--- src/rtl/mdio_scan_pkg.sv ---
package mdio_scan_pkg;

    localparam int ADDR_W     = 5;
    localparam int DATA_W     = 16;
    localparam int CTL_W      = 5;
    localparam int PRE_BITS   = 32;
    localparam int FRAME_BITS = 2 + 2 + 2 * ADDR_W + 2 + DATA_W;
    localparam int POS_W      = $clog2(PRE_BITS + FRAME_BITS);
    localparam int FIDX_W     = $clog2(FRAME_BITS);

    // control register bit positions
    localparam int CB_WR    = 0;
    localparam int CB_RD    = 1;
    localparam int CB_SCAN  = 2;
    localparam int CB_STEP  = 3;
    localparam int CB_NOPRE = 4;

    localparam logic [1:0] ST_CODE = 2'b01;
    localparam logic [1:0] OP_WR   = 2'b01;
    localparam logic [1:0] OP_RD   = 2'b10;
    localparam logic [1:0] TA_WR   = 2'b10;

    typedef enum logic {
        ENG_IDLE,
        ENG_RUN
    } eng_state_e;

    typedef struct packed {
        eng_state_e              st;
        logic [POS_W-1:0]        pos;
        logic                    have;
        logic                    rd;
        logic [FRAME_BITS-1:0]   word;
        logic                    oe;
        logic                    dout;
        logic [DATA_W-1:0]       sh;
        logic                    done;
    } eng_regs_t;

    typedef struct packed {
        logic [CTL_W-1:0]  ctl;
        logic [1:0]        go_prev;
        logic [ADDR_W-1:0] job_phy;
        logic              job_rd;
        logic              job_scan;
        logic              done;
        logic [DATA_W-1:0] rd_data;
        logic [ADDR_W-1:0] rd_phy;
    } top_regs_t;

endpackage

--- src/rtl/mdio_clkdiv.sv ---
module mdio_clkdiv #(
    parameter int HALF_DIV = 4
) (
    input  logic clk,
    input  logic rst_n,
    output logic mdc_o,
    output logic rise_o,
    output logic fall_o
);

    logic wrap;
    logic mdc_d, mdc_q;

    generate
        if (HALF_DIV <= 1) begin : g_direct
            assign wrap = 1'b1;
        end else begin : g_count
            localparam int CW = $clog2(HALF_DIV);
            localparam logic [CW-1:0] LAST = CW'(HALF_DIV - 1);
            logic [CW-1:0] cnt_d, cnt_q;

            always_comb begin
                cnt_d = cnt_q + 1'b1;
                if (cnt_q == LAST) cnt_d = '0;
            end

            always_ff @(posedge clk or negedge rst_n) begin
                if (!rst_n) cnt_q <= '0;
                else        cnt_q <= cnt_d;
            end

            assign wrap = (cnt_q == LAST);
        end
    endgenerate

    always_comb begin
        mdc_d = mdc_q;
        if (wrap) mdc_d = ~mdc_q;
    end

    always_ff @(posedge clk or negedge rst_n) begin
        if (!rst_n) mdc_q <= 1'b0;
        else        mdc_q <= mdc_d;
    end

    assign mdc_o  = mdc_q;
    assign rise_o = wrap & ~mdc_q;
    assign fall_o = wrap &  mdc_q;

endmodule

--- src/rtl/mdio_frame_engine.sv ---
module mdio_frame_engine
    import mdio_scan_pkg::*;
(
    input  logic              clk,
    input  logic              rst_n,
    input  logic              start_i,
    input  logic              is_read_i,
    input  logic              no_pre_i,
    input  logic [ADDR_W-1:0] phy_i,
    input  logic [ADDR_W-1:0] reg_i,
    input  logic [DATA_W-1:0] wdata_i,
    input  logic              mdc_rise_i,
    input  logic              mdc_fall_i,
    input  logic              mdio_i,
    output logic              busy_o,
    output logic              done_o,
    output logic [DATA_W-1:0] rdata_o,
    output logic              mdio_o,
    output logic              mdio_oe_o
);

    localparam int TOTAL = PRE_BITS + FRAME_BITS;
    localparam logic [POS_W-1:0] POS_FRAME = POS_W'(PRE_BITS);
    localparam logic [POS_W-1:0] POS_TA    = POS_W'(PRE_BITS + 4 + 2 * ADDR_W);
    localparam logic [POS_W-1:0] POS_DATA  = POS_W'(TOTAL - DATA_W);
    localparam logic [POS_W-1:0] POS_LAST  = POS_W'(TOTAL - 1);

    eng_regs_t q, d;

    always_comb begin
        d      = q;
        d.done = 1'b0;
        case (q.st)
            ENG_IDLE: begin
                // the final bit stays on the wire until the next falling edge
                if (mdc_fall_i) begin
                    d.oe   = 1'b0;
                    d.dout = 1'b1;
                end
                if (start_i) begin
                    d.st   = ENG_RUN;
                    d.pos  = no_pre_i ? POS_FRAME : '0;
                    d.have = 1'b0;
                    d.rd   = is_read_i;
                    d.word = {ST_CODE, (is_read_i ? OP_RD : OP_WR), phy_i, reg_i,
                              TA_WR, wdata_i};
                end
            end
            default: begin
                if (mdc_fall_i) begin
                    d.have = 1'b1;
                    d.oe   = ~q.rd | (q.pos < POS_TA);
                    d.dout = (q.pos < POS_FRAME) ? 1'b1
                                                 : q.word[FIDX_W'(POS_LAST - q.pos)];
                end else if (mdc_rise_i && q.have) begin
                    if (q.rd && (q.pos >= POS_DATA))
                        d.sh = {q.sh[DATA_W-2:0], mdio_i};
                    if (q.pos == POS_LAST) begin
                        d.st   = ENG_IDLE;
                        d.done = 1'b1;
                    end else begin
                        d.pos  = q.pos + 1'b1;
                        d.have = 1'b0;
                    end
                end
            end
        endcase
    end

    always_ff @(posedge clk or negedge rst_n) begin
        if (!rst_n) begin
            q <= '{st: ENG_IDLE, pos: '0, have: 1'b0, rd: 1'b0, word: '0,
                   oe: 1'b0, dout: 1'b1, sh: '0, done: 1'b0};
        end else begin
            q <= d;
        end
    end

    assign busy_o    = (q.st == ENG_RUN);
    assign done_o    = q.done;
    assign rdata_o   = q.sh;
    assign mdio_o    = q.dout;
    assign mdio_oe_o = q.oe;

endmodule

--- src/rtl/mdio_scan_step.sv ---
module mdio_scan_step
    import mdio_scan_pkg::*;
(
    input  logic              clk,
    input  logic              rst_n,
    input  logic              scan_i,
    input  logic              step_i,
    input  logic              advance_i,
    input  logic [ADDR_W-1:0] base_i,
    output logic [ADDR_W-1:0] cur_o
);

    localparam logic [ADDR_W-1:0] TOP_ADDR = '1;

    logic [ADDR_W-1:0] cur_d, cur_q;

    always_comb begin
        cur_d = cur_q;
        if (!scan_i) begin
            cur_d = base_i;
        end else if (advance_i && step_i) begin
            cur_d = (cur_q == TOP_ADDR) ? base_i : cur_q + 1'b1;
        end
    end

    always_ff @(posedge clk or negedge rst_n) begin
        if (!rst_n) cur_q <= '0;
        else        cur_q <= cur_d;
    end

    assign cur_o = cur_q;

endmodule

--- src/rtl/mdio_scan_ctrl.sv ---
module mdio_scan_ctrl
    import mdio_scan_pkg::*;
#(
    parameter int HALF_DIV = 4
) (
    input  logic              clk,
    input  logic              rst_n,
    input  logic              ctl_we,
    input  logic [CTL_W-1:0]  ctl_wdata,
    output logic [CTL_W-1:0]  ctl_rdata,
    input  logic [ADDR_W-1:0] phy_base,
    input  logic [ADDR_W-1:0] reg_addr,
    input  logic [DATA_W-1:0] wr_data,
    input  logic              done_clr,
    output logic              busy,
    output logic              done,
    output logic [DATA_W-1:0] rd_data,
    output logic [ADDR_W-1:0] rd_phy,
    output logic              mdc,
    output logic              mdio_o,
    output logic              mdio_oe,
    input  logic              mdio_i
);

    top_regs_t q, d;

    logic              mdc_rise, mdc_fall;
    logic              eng_busy, eng_done;
    logic [DATA_W-1:0] eng_rdata;
    logic [ADDR_W-1:0] scan_phy;
    logic              wr_rise, rd_rise, eng_free;
    logic              start;
    logic              start_rd;
    logic              start_scan;
    logic [ADDR_W-1:0] start_phy;

    mdio_clkdiv #(.HALF_DIV(HALF_DIV)) u_div (
        .clk    (clk),
        .rst_n  (rst_n),
        .mdc_o  (mdc),
        .rise_o (mdc_rise),
        .fall_o (mdc_fall)
    );

    mdio_scan_step u_step (
        .clk       (clk),
        .rst_n     (rst_n),
        .scan_i    (q.ctl[CB_SCAN]),
        .step_i    (q.ctl[CB_STEP]),
        .advance_i (eng_done & q.job_scan),
        .base_i    (phy_base),
        .cur_o     (scan_phy)
    );

    mdio_frame_engine u_eng (
        .clk        (clk),
        .rst_n      (rst_n),
        .start_i    (start),
        .is_read_i  (start_rd),
        .no_pre_i   (q.ctl[CB_NOPRE]),
        .phy_i      (start_phy),
        .reg_i      (reg_addr),
        .wdata_i    (wr_data),
        .mdc_rise_i (mdc_rise),
        .mdc_fall_i (mdc_fall),
        .mdio_i     (mdio_i),
        .busy_o     (eng_busy),
        .done_o     (eng_done),
        .rdata_o    (eng_rdata),
        .mdio_o     (mdio_o),
        .mdio_oe_o  (mdio_oe)
    );

    // trigger edges and job selection: write, then read, then scan
    always_comb begin
        wr_rise    = q.ctl[CB_WR] & ~q.go_prev[0];
        rd_rise    = q.ctl[CB_RD] & ~q.go_prev[1];
        eng_free   = ~eng_busy & ~eng_done;
        start      = 1'b0;
        start_rd   = 1'b0;
        start_scan = 1'b0;
        start_phy  = phy_base;
        if (eng_free) begin
            if (wr_rise) begin
                start = 1'b1;
            end else if (rd_rise) begin
                start    = 1'b1;
                start_rd = 1'b1;
            end else if (q.ctl[CB_SCAN]) begin
                start      = 1'b1;
                start_rd   = 1'b1;
                start_scan = 1'b1;
                start_phy  = scan_phy;
            end
        end
    end

    always_comb begin
        d         = q;
        d.go_prev = {q.ctl[CB_RD], q.ctl[CB_WR]};
        if (ctl_we) begin
            d.ctl = ctl_wdata;
        end else begin
            d.ctl[CB_WR] = 1'b0;
            d.ctl[CB_RD] = 1'b0;
        end
        if (start) begin
            d.job_phy  = start_phy;
            d.job_rd   = start_rd;
            d.job_scan = start_scan;
        end
        if (eng_done) begin
            d.done = 1'b1;
            if (q.job_rd) begin
                d.rd_data = eng_rdata;
                d.rd_phy  = q.job_phy;
            end
        end else if (done_clr) begin
            d.done = 1'b0;
        end
    end

    always_ff @(posedge clk or negedge rst_n) begin
        if (!rst_n) q <= '0;
        else        q <= d;
    end

    assign ctl_rdata = q.ctl;
    assign busy      = eng_busy;
    assign done      = q.done;
    assign rd_data   = q.rd_data;
    assign rd_phy    = q.rd_phy;

endmodule

--- config.mk ---
export PLATFORM = sky130hd
export DESIGN_NAME = mdio_scan_ctrl
export DESIGN_NICKNAME = d
export VERILOG_FILES = /design/src/rtl/mdio_scan_pkg.sv /design/src/rtl/mdio_clkdiv.sv /design/src/rtl/mdio_frame_engine.sv /design/src/rtl/mdio_scan_step.sv /design/src/rtl/mdio_scan_ctrl.sv
export SDC_FILE = /design/constraint.sdc
export NUM_CORES = 1
export LEC_CHECK = 0
export BUFFER_PORTS_ARGS = -buffer_cell sky130_fd_sc_hd__buf_4
export CAP_MARGIN = 20
export CORE_MARGIN = 2
export CORE_UTILIZATION = 30
export DETAILED_ROUTE_END_ITERATION = 16
export HOLD_SLACK_MARGIN = 0.08
export PLACE_DENSITY = 0.49
export SYNTH_ARGS = -nofsm -noshare
export SYNTH_HDL_FRONTEND = slang
export SYNTH_SLANG_ARGS = --single-unit
export TNS_END_PERCENT = 50
--- constraint.sdc ---
create_clock -name clk -period 2 [get_ports clk]
set_clock_uncertainty 0.15 [all_clocks]
set_input_delay 0.2 -clock clk [delete_from_list [all_inputs] [get_ports clk]]
set_output_delay 0.2 -clock clk [all_outputs]
set_load 0.05 [all_outputs]
==> summary.txt <==
Yosys
  – Synth Register Bits: 100
  – Post-Synth XOR/XNOR Area: less than 1%
  – Fraction of registers with async set/reset: 100.0%
  – Multiplexer share of the synthesized area: 15.61%
  – Post-synthesis sequential area ratio: 56.29%
  – Synth Area in Compound Gates: 6.779%
  – Synth Cell Area: 0.004448 mm^2
  – Adder-cell share of the synthesized area: 1.125%
  – Unique masters post-synth: 46
  – Average size of a mapped cell: 11.32 um^2
  – Post-synthesis cell count: 393
  – Post-synth top area cell: dfrtp_1
  – Post-synth EDFFs: 0
  – Main flop type after synthesis: dfrtp_1
  – Main combinational cell family by area after synthesis: multiplexers
  – Post-synthesis simple-gate area fraction: 12.52%
  – Syn Nets: approximately 430
  – Share of the synthesized area in the top cell type: between 50 and 60%
  – Syn. warnings: 0
  – Synth top area cells: dfrtp_1 56%, mux2_2 10%, nand2_1 7.2%

Clock network
  – CTS resizes: 0
  – # H-tree levels: 3
  – Post-CTS setup buffer count: 0
  – Number of CTS-inserted buffers: 9
  – CTS tree: yes
  – Clock-pin slew on the worst setup and hold paths: 70 ps
  – CTS Root Cell: clkbuf_16
  – Num Clock Sinks: 100
  – Worst skew pair latency: between 300 and 400 ps
  – Bufs on Longest Clock Path: 2

Timing
  – F_max: around 540 MHz
  – Slew HR: 57.08%
  – RSZ-0062 raised after global routing: false
  – Final period util: 92.32%
  – Worst-Margin Slew: 643.8 ps
  – Final setup TNS: 0 ps
  – Slew Limit Fails: 0
  – Setup violations, final: 0
  – Final hold violation count: 0
  – Final WS setup: 153.6 ps
  – Min Tclk post-route: 1846 ps

Worst hold path
  – Hold path start: ctl_rdata[0]$_DFF_PN0_
  – Worst hold path class: reg2reg
  – Worst hold endpoint: q[29]$_DFF_PN0_
  – Hold path cells: 0

Drt
  – Vias: 3042
  – # DRC: 0
  – Routed Antenna Nets: 0
  – Wire per inst: ~14 um
  – WL final: around 9.2 mm
  – DR pass1 iterations: 4
  – Detailed Route Iter0 Violations: around 150
  – Vias per cell: 4.527

Placed design
  – Port buffer count: 66
  – Placer congestion estimate: 0.7817
  – Pre-CTS setup slack: 141.4 ps
  – DP HPWL: 6.394 mm
  – Area post-placement: 0.005096 mm^2

Floorplan
  – Core Region: 0.01453 mm^2
  – Die Area: 0.01582 mm^2
  – Starting Density: 30.60%
  – Num ports: 67
  – Die Y-Extent: 125.8 um
  – Die X: 125.8 um
  – Row Count: 44

Critical path
  – Crit path launch type: flip-flop
  – FF-to-FF path depth: 7
  – Most frequent CP cell: ha_1
  – Max stage delay cell, worst path: dfrtp_1
  – Worst path bufs/invs: 1
  – CP top delay family: flip-flops
  – Arrival time worst endpoint: 1910 ps
  – Critical Path, Cell by Cell: ha_1, and3_1, ha_1, nor2b_1, buf_4, mux2i_1, a21oi_1
  – Worst flop-to-flop path startpoint: u_step.cur_o[0]$_DFFE_PN0P_
  – Setup CP Type: reg2reg
  – Crit end category: flip-flop
  – R2R setup slack: around 150 ps
  – Slowest stage delay, CP: ~420 ps
  – Worst path required time: 2060 ps
  – Worst reg2reg path endpoint: u_step.cur_o[4]$_DFFE_PN0P_
  – Critical Path Fanout Max: 10

Layout
  – Synth-to-layout area growth: 29.56%
  – FF/Latch Area: 0.002505 mm^2
  – Layout cell share with drive strength beyond 1: 30.94%
  – Area of the multi-input gates: 0.001647 mm^2
  – Commonest non-fill, non-tap cell in the layout: dfrtp_1
  – Ant. Diodes: 0
  – Final design instance area without fill: 0.005763 mm^2
  – Most frequent cells in the layout: 98 x dfrtp_1, 85 x nand2_1, 82 x buf_4
  – Final core occ: 39.65%
  – Fill cells: about 1400
  – Final nets: ~530

GRT
  – Vias in the first global route: approximately 3100
  – Total gr overflow: 0
  – Total GRT Usage: 12.30%
  – First-pass GRT wire length: 15.59 mm
  – Largest net degree at the start of global routing: 48
  – Initial antenna violation count: 0

Power
  – Net Switching: 1.787 mW
  – Switching fraction of total power: 30.12%
  – Seq pwr share: 47.9%
  – Clock network power share: 27.5%
  – Max VDD drop: 482.8 uV
  – Logic pwr share: 24.6%
  – Internal Power: 4.146 mW
  – P_leak: about 2.8 nW
  – Power Density: 1029 mW/mm^2

Outcome
  – Run status: finished, final reports clean

Flow run
  – Max Cap Viol: 0
[synth_stat cells (2+ instances only)]
cell type   n
a21o_1      2
a21oi_1    21
a31oi_1     2
and2_1      2
buf_1       2
buf_2       8
buf_4      28
clkbuf_1    5
dfrtp_1    99
ha_1        4
inv_1       5
mux2_2     41
mux2i_1     9
mux4_1      2
mux4_2      4
nand2_1    85
nand2b_1    2
nand3_1    10
nand3b_1    2
nor2_1     21
nor2b_1     3
o211ai_1    3
o21ai_0     8
xnor2_1     3
[power by group through the flow]
stage	clock [mW]	combinational [mW]	sequential [mW]
detailed placement	0	1.42	2.89
finish	1.63	1.46	2.84
global route	1.76	1.66	2.91
global placement	0	1.38	2.88
CTS	1.69	1.49	2.85
floorplan	0	1.01	2.81
[metrics by stage]
step / power [mW] / hold slack, ps / cells
after floorplan: 3.814 / -245.6 / 393
after global placement: 4.266 / 122.5 / 619
after detailed placement: 4.306 / 121.8 / 619
after CTS: 6.028 / 248.9 / 672
after global routing: 6.337 / 267.5 / 672
final: 5.932 / 247.2 / 672
[what timing repair did]
item | in CTS | in global routing
hold buffers | 39 | 0
setup endpoints to repair | 0 | 0
endpoints found under the hold margin | 84 | 0
[logic make-up (layout without fill, tap and decap cells)]
family,count (synthesis),after routing
DFF,100,100
adders and majority gates,4,4
muxes,56,56
and+or+nand+nor,132,132
buffers and inverters,49,144
xor gates and xnor gates,4,4
AOI/OAI and AO/OA,48,48
[worst max-delay path by stage]
stage	start	end	slack, ps	cells past startpoint
5_1_grt	u_step.cur_o[0]$_DFFE_PN0P_	u_step.cur_o[2]$_DFFE_PN0P_	2	8
2_1_floorplan	u_div.mdc_o$_DFFE_PN0N_	u_eng.rdata_o[10]$_DFFE_PN0P_	4	4
3_5_place_dp	u_eng.q[55]$_DFFE_PN0P_	u_eng.busy_o$_DFF_PN0_	140	4
6_report	u_step.cur_o[0]$_DFFE_PN0P_	u_step.cur_o[4]$_DFFE_PN0P_	150	7
3_3_place_gp	u_eng.q[55]$_DFFE_PN0P_	u_eng.busy_o$_DFF_PN0_	150	4
4_1_cts	u_eng.q[55]$_DFFE_PN0P_	u_eng.busy_o$_DFF_PN0_	130	4
[final cells by class]
| class | instances | area share (%) |
|---|---|---|
| clock inverter | 3 | 0.4125 |
| inverter | 5 | 0.3257 |
| clock buffer | 11 | 4.386 |
| sequential | 100 | 43.46 |
| timing repair buffer | 125 | 18.84 |
| multi-input combinational | 244 | 28.57 |
| tap | 184 | 3.995 |
[registers in the layout, indices dropped and copies added (netlist names)]
signal / cells
ctl_rdata: 5
done: 1
q: 9
rd_data: 16
rd_phy: 5
u_div.g_count.cnt_q: 2
u_div.mdc_o: 1
u_eng.busy_o: 1
u_eng.done_o: 1
u_eng.mdio_o: 1
u_eng.mdio_oe_o: 1
u_eng.q: 36
u_eng.rdata_o: 16
u_step.cur_o: 5
[routing by layer]
layer | routed length [um] | part of all wire (%) | up-vias | track usage (%)
met3 | 356 | 3.9 | 9 | 2.974
li1 | - | - | 1493 | -
met2 | 4323 | 47 | 66 | 19.49
met1 | 4377 | 48 | 1474 | 16.84
met4 | 125 | 1.4 | 0 | 3.685
met5 | 0 | 0 | - | 0
Note: power is estimated with default switching activity, not from simulation.
